## config.mk

```make
export PLATFORM = sky130hd
export DESIGN_NAME = fpl_agen
export DESIGN_NICKNAME = d
export VERILOG_FILES = /design/src/rtl/fpl_pkg.sv /design/src/rtl/fpl_decode.sv /design/src/rtl/fpl_base_sel.sv /design/src/rtl/fpl_ea_add.sv /design/src/rtl/fpl_agen.sv
export SDC_FILE = /design/constraint.sdc
export NUM_CORES = 1
export LEC_CHECK = 0
export BUFFER_PORTS_ARGS = -buffer_cell sky130_fd_sc_hd__buf_2
export CAP_MARGIN = 20
export CORE_ASPECT_RATIO = 0.7
export CORE_MARGIN = 2
export CORE_UTILIZATION = 50
export DETAILED_ROUTE_END_ITERATION = 8
export GPL_ROUTABILITY_DRIVEN = 1
export GPL_TIMING_DRIVEN = 0
export PLACE_DENSITY = 0.81
export SLEW_MARGIN = 5
export SYNTH_ARGS = -nofsm -noshare
export SYNTH_HDL_FRONTEND = slang
export SYNTH_SLANG_ARGS = --single-unit
```

## constraint.sdc

```tcl
create_clock -name clk -period 9.63 [get_ports clk]
set_input_delay 1.926 -clock clk [delete_from_list [all_inputs] [get_ports clk]]
set_output_delay 1.926 -clock clk [all_outputs]
set_load 0.05 [all_outputs]
```

## src/rtl/fpl_pkg.sv

```systemverilog
package fpl_pkg;

  localparam int OP_W    = 4;
  localparam int NBYTE_W = 4;

  typedef enum logic [1:0] {
    KIND_SGL = 2'b00,
    KIND_DBL = 2'b01,
    KIND_WSX = 2'b10,
    KIND_WZX = 2'b11
  } fpl_kind_e;

  typedef struct packed {
    logic               use_reg_ofs;
    logic               writes_base;
    logic [NBYTE_W-1:0] nbytes;
    logic               form_err;
  } fpl_ctl_t;

endpackage

```

## src/rtl/fpl_decode.sv

```systemverilog
module fpl_decode
  import fpl_pkg::*;
(
  input  logic [OP_W-1:0] op,
  output fpl_ctl_t        ctl
);

  fpl_kind_e kind;

  always_comb begin
    kind            = fpl_kind_e'(op[3:2]);
    ctl.use_reg_ofs = op[0];
    ctl.writes_base = op[1];
    unique case (kind)
      KIND_DBL: ctl.nbytes = NBYTE_W'(8);
      default:  ctl.nbytes = NBYTE_W'(4);
    endcase
    // word kinds only exist as register-offset, no write-back
    if (kind == KIND_WSX || kind == KIND_WZX)
      ctl.form_err = op[1] | ~op[0];
    else
      ctl.form_err = 1'b0;
  end

endmodule

```

## src/rtl/fpl_base_sel.sv

```systemverilog
module fpl_base_sel #(
  parameter int XLEN   = 64,
  parameter int RIDX_W = 5
) (
  input  logic [RIDX_W-1:0] ra_num,
  input  logic [XLEN-1:0]   ra_val,
  input  logic              writes_base,
  output logic [XLEN-1:0]   base,
  output logic              ra_is_zero
);

  always_comb begin
    ra_is_zero = (ra_num == '0);
    if (ra_is_zero && !writes_base)
      base = '0;
    else
      base = ra_val;
  end

endmodule

```

## src/rtl/fpl_ea_add.sv

```systemverilog
module fpl_ea_add #(
  parameter int XLEN   = 64,
  parameter int DISP_W = 16
) (
  input  logic [XLEN-1:0]   base,
  input  logic [XLEN-1:0]   rb_val,
  input  logic [DISP_W-1:0] disp,
  input  logic              use_reg_ofs,
  output logic [XLEN-1:0]   sum
);

  localparam int EXT_W = XLEN - DISP_W;

  logic [XLEN-1:0] ofs;

  always_comb begin
    if (use_reg_ofs)
      ofs = rb_val;
    else
      ofs = {{EXT_W{disp[DISP_W-1]}}, disp};
    sum = base + ofs;
  end

endmodule

```

## src/rtl/fpl_agen.sv

```systemverilog
module fpl_agen
  import fpl_pkg::*;
#(
  parameter int XLEN    = 64,
  parameter int DISP_W  = 16,
  parameter int RIDX_W  = 5,
  parameter bit OUT_REG = 1'b1
) (
  input  logic                 clk,
  input  logic                 rst,
  input  logic                 valid_in,
  input  logic [OP_W-1:0]      op,
  input  logic [RIDX_W-1:0]    ra_num,
  input  logic [XLEN-1:0]      ra_val,
  input  logic [XLEN-1:0]      rb_val,
  input  logic [DISP_W-1:0]    disp,
  output logic                 valid_out,
  output logic [XLEN-1:0]      ea,
  output logic                 wb_en,
  output logic [XLEN-1:0]      wb_data,
  output logic [NBYTE_W-1:0]   nbytes,
  output logic                 bad_form
);

  localparam int EXT_W = XLEN - DISP_W;

  fpl_ctl_t        ctl;
  logic [XLEN-1:0] base;
  logic            ra_zero;
  logic [XLEN-1:0] sum;
  logic            bad_c;
  logic            wb_c;

  fpl_decode u_dec (
    .op  (op),
    .ctl (ctl)
  );

  fpl_base_sel #(.XLEN(XLEN), .RIDX_W(RIDX_W)) u_base (
    .ra_num      (ra_num),
    .ra_val      (ra_val),
    .writes_base (ctl.writes_base),
    .base        (base),
    .ra_is_zero  (ra_zero)
  );

  fpl_ea_add #(.XLEN(XLEN), .DISP_W(DISP_W)) u_add (
    .base        (base),
    .rb_val      (rb_val),
    .disp        (disp),
    .use_reg_ofs (ctl.use_reg_ofs),
    .sum         (sum)
  );

  always_comb begin
    bad_c = ctl.form_err | (ctl.writes_base & ra_zero);
    wb_c  = ctl.writes_base & ~bad_c;
  end

  generate
    if (OUT_REG) begin : g_reg
      always_ff @(posedge clk) begin
        if (rst) begin
          valid_out <= 1'b0;
          ea        <= '0;
          wb_en     <= 1'b0;
          wb_data   <= '0;
          nbytes    <= '0;
          bad_form  <= 1'b0;
        end else begin
          valid_out <= valid_in;
          if (valid_in) begin
            ea       <= sum;
            wb_en    <= wb_c;
            wb_data  <= sum;
            nbytes   <= ctl.nbytes;
            bad_form <= bad_c;
          end
        end
      end

      AST_VALID_LATENCY: assert property (@(posedge clk) disable iff (rst)
        valid_in |=> valid_out);
      AST_HOLD_EA: assert property (@(posedge clk) disable iff (rst)
        !valid_in |=> ($stable(ea) && !valid_out));
      AST_WB_NEVER_BAD: assert property (@(posedge clk) disable iff (rst)
        wb_en |-> !bad_form);
      AST_SIZE_LEGAL: assert property (@(posedge clk) disable iff (rst)
        valid_out |-> (nbytes == NBYTE_W'(4) || nbytes == NBYTE_W'(8)));
      AST_ZERO_BASE: assert property (@(posedge clk) disable iff (rst)
        (valid_in && op[1:0] == 2'b00 && ra_num == '0)
        |=> ea == $past({{EXT_W{disp[DISP_W-1]}}, disp}));
      AST_UPDATE_WB: assert property (@(posedge clk) disable iff (rst)
        (valid_in && op[1] && !op[3] && ra_num != '0)
        |=> (wb_en && wb_data == ea));
      AST_WORD_FORM: assert property (@(posedge clk) disable iff (rst)
        (valid_in && op[3] && op[1:0] != 2'b01) |=> (bad_form && !wb_en));
    end else begin : g_comb
      always_comb begin
        valid_out = valid_in;
        ea        = sum;
        wb_en     = wb_c & valid_in;
        wb_data   = sum;
        nbytes    = ctl.nbytes;
        bad_form  = bad_c;
      end
    end
  endgenerate

endmodule

```

==> flow_metrics.py, run 1 <==
metrics = {
    "die": {
        "pin_count": 291,
        "coreArea_um2": 14800,
        "dieArea_um2": 16300,
        "die_h_um": 108,
        "start_util": 0.517,
        "num_rows": 37,
        "die_w_um": 152,
    },
    "clocking": {
        "cts-root-buf": "clkbuf_16",
        "cts_buffers": 9,
        "path_clk_slew_ps": 60,
        "cts_setup_buffers": 0,
        "cts_resized": 0,
        "clock_tree.buffer_depth": 2,
        "cts_tree": "yes",
        "postCtsHoldBufs": 0,
        "cts.sink_count": 69,
        "worstSkewPairLatency_ps": 330,
        "htree_levels": 3,
    },
    "synthesis": {
        "synth_top_family_by_area": "simple AND/OR/NAND/NOR gates",
        "ys_seq_elements": 69,
        "synth_edf_count": 0,
        "synthMuxAreaShare": 0.0560,
        "synth-compound-area-share": 0.243,
        "synth.distinct_cells": 71,
        "yosysMostFrequentCell": "nand2_1",
        "async_flop_share": 0,
        "syn_avg_cell_area_um2": 7.17,
        "synth_area_leaders": "dfxtp_1, ha_1, nand2_1",
        "synthSimpleGateAreaFrac": 0.253,
        "synth_adder_area_share": 0.106,
        "syn-instance-count": 1068,
        "yosys_warnings": 0,
        "synth_top_flop_cell": "dfxtp_1",
        "yosysTopAreaCell": "dfxtp_1",
        "synth_area_um2": 7660,
        "yosys.area.top_type_share": 0.180,
        "synth-xor-area-share": 0.0560,
        "ys_seq_area_frac": 0.180,
        "synth_common_cells": "nand2_1, a21oi_1, nor2_1",
    },
    "critical_path": {
        "worst-setup-path-type": "primary input to flip-flop",
        "cp.required_ps": 9810,
        "critPathLaunchType": "primary input",
        "cp.arrival_ps": 7060,
        "path_max_fanout": 10,
        "end_kind": "flip-flop",
    },
    "power": {
        "switching_share": 0.480,
        "switchingPower_mw": 0.742,
        "pwr-share-clk": 0.209,
        "p_comb_frac": 0.562,
        "seqPwrFrac": 0.229,
        "power_density_nw_per_um2": 160,
        "intPower_mw": 0.805,
        "ir_drop_uv": 82.5,
        "leakage_nw": 5.05,
    },
    "global_route": {
        "grt_usage": 0.314,
        "grt_pass1_vias": 7747,
        "grt_pass1_wl_mm": 41.2,
        "grt_antenna_before_repair": 0,
        "grt_max_degree": 11,
        "grt_overflow": 0,
    },
    "timing": {
        "slew_viol_final": 0,
        "rsz0062_at_grt": "no",
        "slew_headroom": 0.362,
        "max_clock_freq_mhz": 145,
        "finalSetupViolations": 0,
        "fin_tns_setup_ps": 0,
        "min_period_ps": 6880,
        "fin_worst_skew_ps": 0,
        "hold_viol": 0,
        "tightest_slew_ps": 954,
        "fin_crit_sh": 0.714,
    },
    "drt": {
        "wl_per_cell_um": 16.9,
        "drc": 0,
        "via_per_inst": 5.60,
        "routed_wl_mm": 26.5,
        "drt_iter0_drc": 707,
        "drtPass1Iterations": 5,
        "vias": 8780,
        "ant_nets": 0,
    },
    "final_layout": {
        "multi_input_area_um2": 5480,
        "fin_nets": 1589,
        "drive_above_1_share": 0.292,
        "syn2layout_area_growth_pct": 25.9,
        "stdcell_area_um2": 9640,
        "regArea_um2": 1380,
        "fillers": 1400,
    },
    "placed_design": {
        "dpl_cell_area_um2": 9360,
        "portBuffers": 288,
        "gp_congestion": 0.954,
        "hpwl_mm": 22.0,
    },
    "outcome": {
        "status": "finished, final reports clean",
    },
    "hold_path": {
        "hold_path_class": "flip-flop to flip-flop",
    },
    "job": {
        "max_cap_viol_count": 0,
    },
}
-- metrics by stage --
stage	hold slack [ps]	utilization	setup slack (ps)	instances	power (mW)
floorplan	675	-	3420	1069	1.01
global placement	459	0.631	1600	1552	1.21
detailed placement	464	0.632	2570	1553	1.22
CTS	472	0.651	2910	1568	1.54
global route	497	0.651	2530	1568	1.63
finish	472	0.651	2750	1569	1.55
-- per-layer routing --
layer	vias up	GRT usage	part of all wire	routed length, um
met3	26	0.0568	0.088	2330
li1	4285	-	-	-
met2	411	0.480	0.43	11300
met1	4058	0.466	0.47	12600
met5	-	0	0	0
met4	0	0.0541	0.012	310
-- worst max-delay path, cell delays in order --
cell       delay, ps
buf_2             90
or4_1            550
nor3_2           220
buf_4            270
clkbuf_1         380
nor2b_1          110
ha_1             220
fa_1             410
a21o_1           200
a31oi_1          230
o21ai_0          240
o2bb2ai_1        620
o41ai_2          210
a311oi_1         420
o21bai_1         270
a41oi_1          430
a21o_1           180
o32ai_1           60
-- power by group through the flow --
stage	clock network [mW]	registers [mW]	logic [mW]
after floorplan	0	0.477	0.529
after global placement	0	0.359	0.848
after detailed placement	0	0.360	0.856
after CTS	0.326	0.354	0.859
after global routing	0.338	0.359	0.932
final	0.323	0.354	0.870
-- area by class of cell --
cell class,instances,share of cell area
multi-input cells,851,0.568
repair buffers,289,0.150
flip-flops and latches,69,0.143
plain buffers,127,0.0755
clock buffers,14,0.0284
well taps,195,0.0253
inverters,22,0.00856
clock inverters,1,0.000519
diodes,1,0.000259
-- registers in the layout (all words and copies together), names as in the netlist --
name / count
bad_form: 1
valid_out: 1
wb_en: 1
nbytes: 2
wb_data: 64
-- kinds of logic after synthesis --
kind of cell               Yosys count
AOI/OAI and AO/OA                  281
xor gates and xnor gates            49
adders and majority gates           64
buffers and inverters              149
DFF                                 69
muxes                               41
other                                1
and+or+nand+nor                    414
-- layout by cell type, fill, tap and decap left out, types with 16 or more instances in the layout --
master    synthesis  routed
a21o_1           36      36
a21oi_1          87      87
buf_2             3     291
buf_4            66      67
clkbuf_1         55      57
dfxtp_1          69      69
ha_1             63      63
inv_1            20      20
mux2i_1          26      26
nand2_1         171     171
nand4_1          16      16
nor2_1           87      87
nor2b_1          70      70
o21ai_0          47      47
o21bai_1         21      21
xnor2_1          28      28
xor2_1           21      21
-- path summary, 6_finish.rpt --
kind,cells past startpoint,endpoint,slack (ps),start
setup / recovery,18,wb_data[62]$_SDFFE_PP0P_,2750,ra_num[1]
hold / removal,2,wb_data[58]$_SDFFE_PP0P_,470,wb_data[58]$_SDFFE_PP0P_
setup reg to reg,2,wb_data[61]$_SDFFE_PP0P_,8790,wb_data[61]$_SDFFE_PP0P_
hold reg to reg,2,wb_data[58]$_SDFFE_PP0P_,470,wb_data[58]$_SDFFE_PP0P_
No activity file was read; power rests on OpenSTA's default activity.
==> run 2: changes to the inputs <==
--- a/config.mk
+++ b/config.mk
@@ -5,6 +5,7 @@
 export SDC_FILE = /design/constraint.sdc
 export NUM_CORES = 1
 export LEC_CHECK = 0
+export ABC_AREA = 1
 export BUFFER_PORTS_ARGS = -buffer_cell sky130_fd_sc_hd__buf_2
 export CAP_MARGIN = 20
 export CORE_ASPECT_RATIO = 0.7
@@ -13,7 +14,7 @@
 export DETAILED_ROUTE_END_ITERATION = 8
 export GPL_ROUTABILITY_DRIVEN = 1
 export GPL_TIMING_DRIVEN = 0
-export PLACE_DENSITY = 0.81
+export PLACE_DENSITY = 0.77
 export SLEW_MARGIN = 5
 export SYNTH_ARGS = -nofsm -noshare
 export SYNTH_HDL_FRONTEND = slang
==> constraint.sdc (replaced) <==
create_clock -name clk -period 6.8 [get_ports clk]
set_input_delay 1.36 -clock clk [delete_from_list [all_inputs] [get_ports clk]]
set_output_delay 1.36 -clock clk [all_outputs]
set_load 0.05 [all_outputs]
==> flow_metrics.py, run 2 <==
metrics = {
    "critical_path": {
        "critPathLaunchType": "primary input",
        "max_stage_delay_ps": 470,
        "cp.arrival_ps": 4920,
        "critPathSlowestCell": "o21ai_0",
        "path_max_fanout": 10,
        "end_kind": "flip-flop",
        "path_cells": "buf_2 > nor3_1 > nand2_1 > nor2_1 > buf_4 > clkbuf_1 > nor2_1 > ha_1 > nand2_1 > nor2_1 > nand2_1 > inv_1 > nand4_1 > nand3_2 > nor2_1 > o21ai_0 > o211ai_1 > inv_1",
        "critPathMostFrequentCell": "nor2_1",
        "worst-setup-path-type": "primary input to flip-flop",
        "cp.required_ps": 7080,
    },
    "clocking": {
        "cts_setup_buffers": 0,
        "htree_levels": 3,
        "cts-root-buf": "clkbuf_16",
        "cts_resized": 0,
        "clock_tree.buffer_depth": 2,
        "cts.sink_count": 69,
        "worstSkewPairLatency_ps": 330,
        "cts_tree": "yes",
        "path_clk_slew_ps": 60,
        "postCtsHoldBufs": 0,
        "cts_buffers": 9,
    },
    "synthesis": {
        "ys_seq_area_frac": 0.139,
        "syn-instance-count": 1966,
        "synth_area_um2": 9970,
        "async_flop_share": 0,
        "yosysMostFrequentCell": "nand2_1",
        "yosys.area.top_type_share": 0.282,
        "synth_edf_count": 0,
        "synth_common_cells": "nand2_1, inv_1, nor2_1",
        "synth_area_leaders": "nand2_1, inv_1, dfxtp_1",
        "yosys_warnings": 0,
        "synth.distinct_cells": 29,
        "syn_avg_cell_area_um2": 5.07,
        "yosysTopAreaCell": "nand2_1",
        "synth_top_flop_cell": "dfxtp_1",
        "ys_seq_elements": 69,
    },
    "outcome": {
        "status": "finished, final reports clean",
    },
    "power": {
        "ir_drop_uv": 119,
        "leakage_nw": 8.11,
        "finalPower_mw": 2.31,
        "power_density_nw_per_um2": 191,
    },
    "timing": {
        "hold_viol": 0,
        "hold_slack_ps": 489,
        "max_clock_freq_mhz": 215,
        "rsz0062_at_grt": "no",
        "fin_tns_setup_ps": 0,
        "min_period_ps": 4640,
        "tightest_slew_ps": 901,
        "fin_worst_skew_ps": 0,
        "setup_ws_ps": 2160,
        "fin_crit_sh": 0.683,
        "slew_headroom": 0.399,
        "slew_viol_final": 0,
        "finalSetupViolations": 0,
    },
    "drt": {
        "drt_iter0_drc": 1170,
        "vias": 12237,
        "routed_wl_mm": 36.9,
        "drc": 0,
        "wl_per_cell_um": 14.5,
        "drtPass1Iterations": 5,
        "via_per_inst": 4.82,
        "ant_nets": 0,
    },
    "final_layout": {
        "fin_cells": 2541,
        "stdcell_area_um2": 12100,
        "n_antenna_cell": 0,
        "fin_util": 0.613,
        "largest_reg_flops": 64,
        "mostFrequentLayoutCell": "nand2_1",
        "regMostFlops": "wb_data",
        "fin_nets": 2486,
        "layout_common_cells": "nand2_1, inv_1, buf_2, nor2_1, nand3_1",
        "syn2layout_area_growth_pct": 21.0,
        "drive_above_1_share": 0.191,
        "largestRegisters": "wb_data (64), nbytes (2)",
    },
    "global_route": {
        "grt_overflow": 0,
        "grt_max_degree": 15,
        "grt_antenna_before_repair": 0,
        "grt_usage": 0.340,
        "grt_pass1_vias": 10330,
        "grt_pass1_wl_mm": 55.7,
    },
    "die": {
        "start_util": 0.506,
        "coreArea_um2": 19700,
        "dieArea_um2": 21100,
        "pin_count": 291,
        "num_rows": 43,
        "die_w_um": 173,
        "die_h_um": 122,
    },
    "hold_path": {
        "hold_path_class": "flip-flop to flip-flop",
    },
    "placed_design": {
        "placed_cells": 2525,
        "portBuffers": 287,
        "pre_cts_ws_ps": 2000,
        "hpwl_mm": 32.1,
        "dpl_cell_area_um2": 11800,
        "gp_congestion": 0.995,
    },
    "job": {
        "max_cap_viol_count": 0,
    },
}
## run 2: cell count changes after synthesis, sizes merged, moves of 20 or more
cell	before	now
nand2	171	764
o21bai	22	2
nor2b	70	0
a21o	36	0
clkbuf	55	29
nor2	87	276
inv	20	433
a21oi	87	51
nand3	11	86
mux2i	26	0
## run 2: critical path: cells and delay by family
family | cells | cell delay [ps]
AO/OA/AOI/OAI | 2 | 640
adder cells (fa/ha/maj) | 1 | 460
buffers and inverters | 5 | 990
AND/OR/NAND/NOR | 10 | 1460
## run 2: logic make-up after synthesis
family,count (synthesis),share of synthesized area
adders and majority gates,64,0.0811
buffers and inverters,540,0.229
other,1,0.000376
DFF,69,0.139
xor gates and xnor gates,29,0.0255
and+or+nand+nor,1157,0.470
AOI/OAI and AO/OA,106,0.0556
## run 2: worst paths after layout
| path | from | end | slack, ps | cells after the start |
|---|---|---|---|---|
| worst max-delay path | ra_num[4] | wb_data[20]$_SDFFE_PP0P_ | 2160 | 18 |
| worst min-delay path | wb_en$_SDFFE_PP0P_ | wb_en$_SDFFE_PP0P_ | 490 | 2 |
| worst max register to register | wb_data[32]$_SDFFE_PP0P_ | wb_data[32]$_SDFFE_PP0P_ | 5970 | 4 |
| worst min register to register | wb_en$_SDFFE_PP0P_ | wb_en$_SDFFE_PP0P_ | 490 | 2 |
## run 2: final cells by class
type	count	area [um2]
plain buffers	105	648
clock buffers	9	225
clock inverters	7	83.8
fillers	2174	7630
inverters	435	1630
multi-input cells	1358	6310
flip-flops and latches	69	1380
well taps	270	338
repair buffers	288	1440
## run 2: power breakdown
| group | internal, mW | switching (mW) | leakage [nW] | total (mW) |
|---|---|---|---|---|
| Clock | 0.290 | 0.192 | 0.148 | 0.481 |
| Sequential | 0.449 | 0.0414 | 0.573 | 0.490 |
| Combinational | 0.389 | 0.948 | 7.39 | 1.34 |
| Total | 1.13 | 1.18 | 8.11 | 2.31 |
## run 2: per-layer routing
layer  track usage  up-vias  share of wire
met5             0        -              0
li1              -     6310              -
met3        0.0846       24           0.12
met2         0.491      560           0.38
met4        0.0567        0          0.012
met1         0.510     5343           0.49
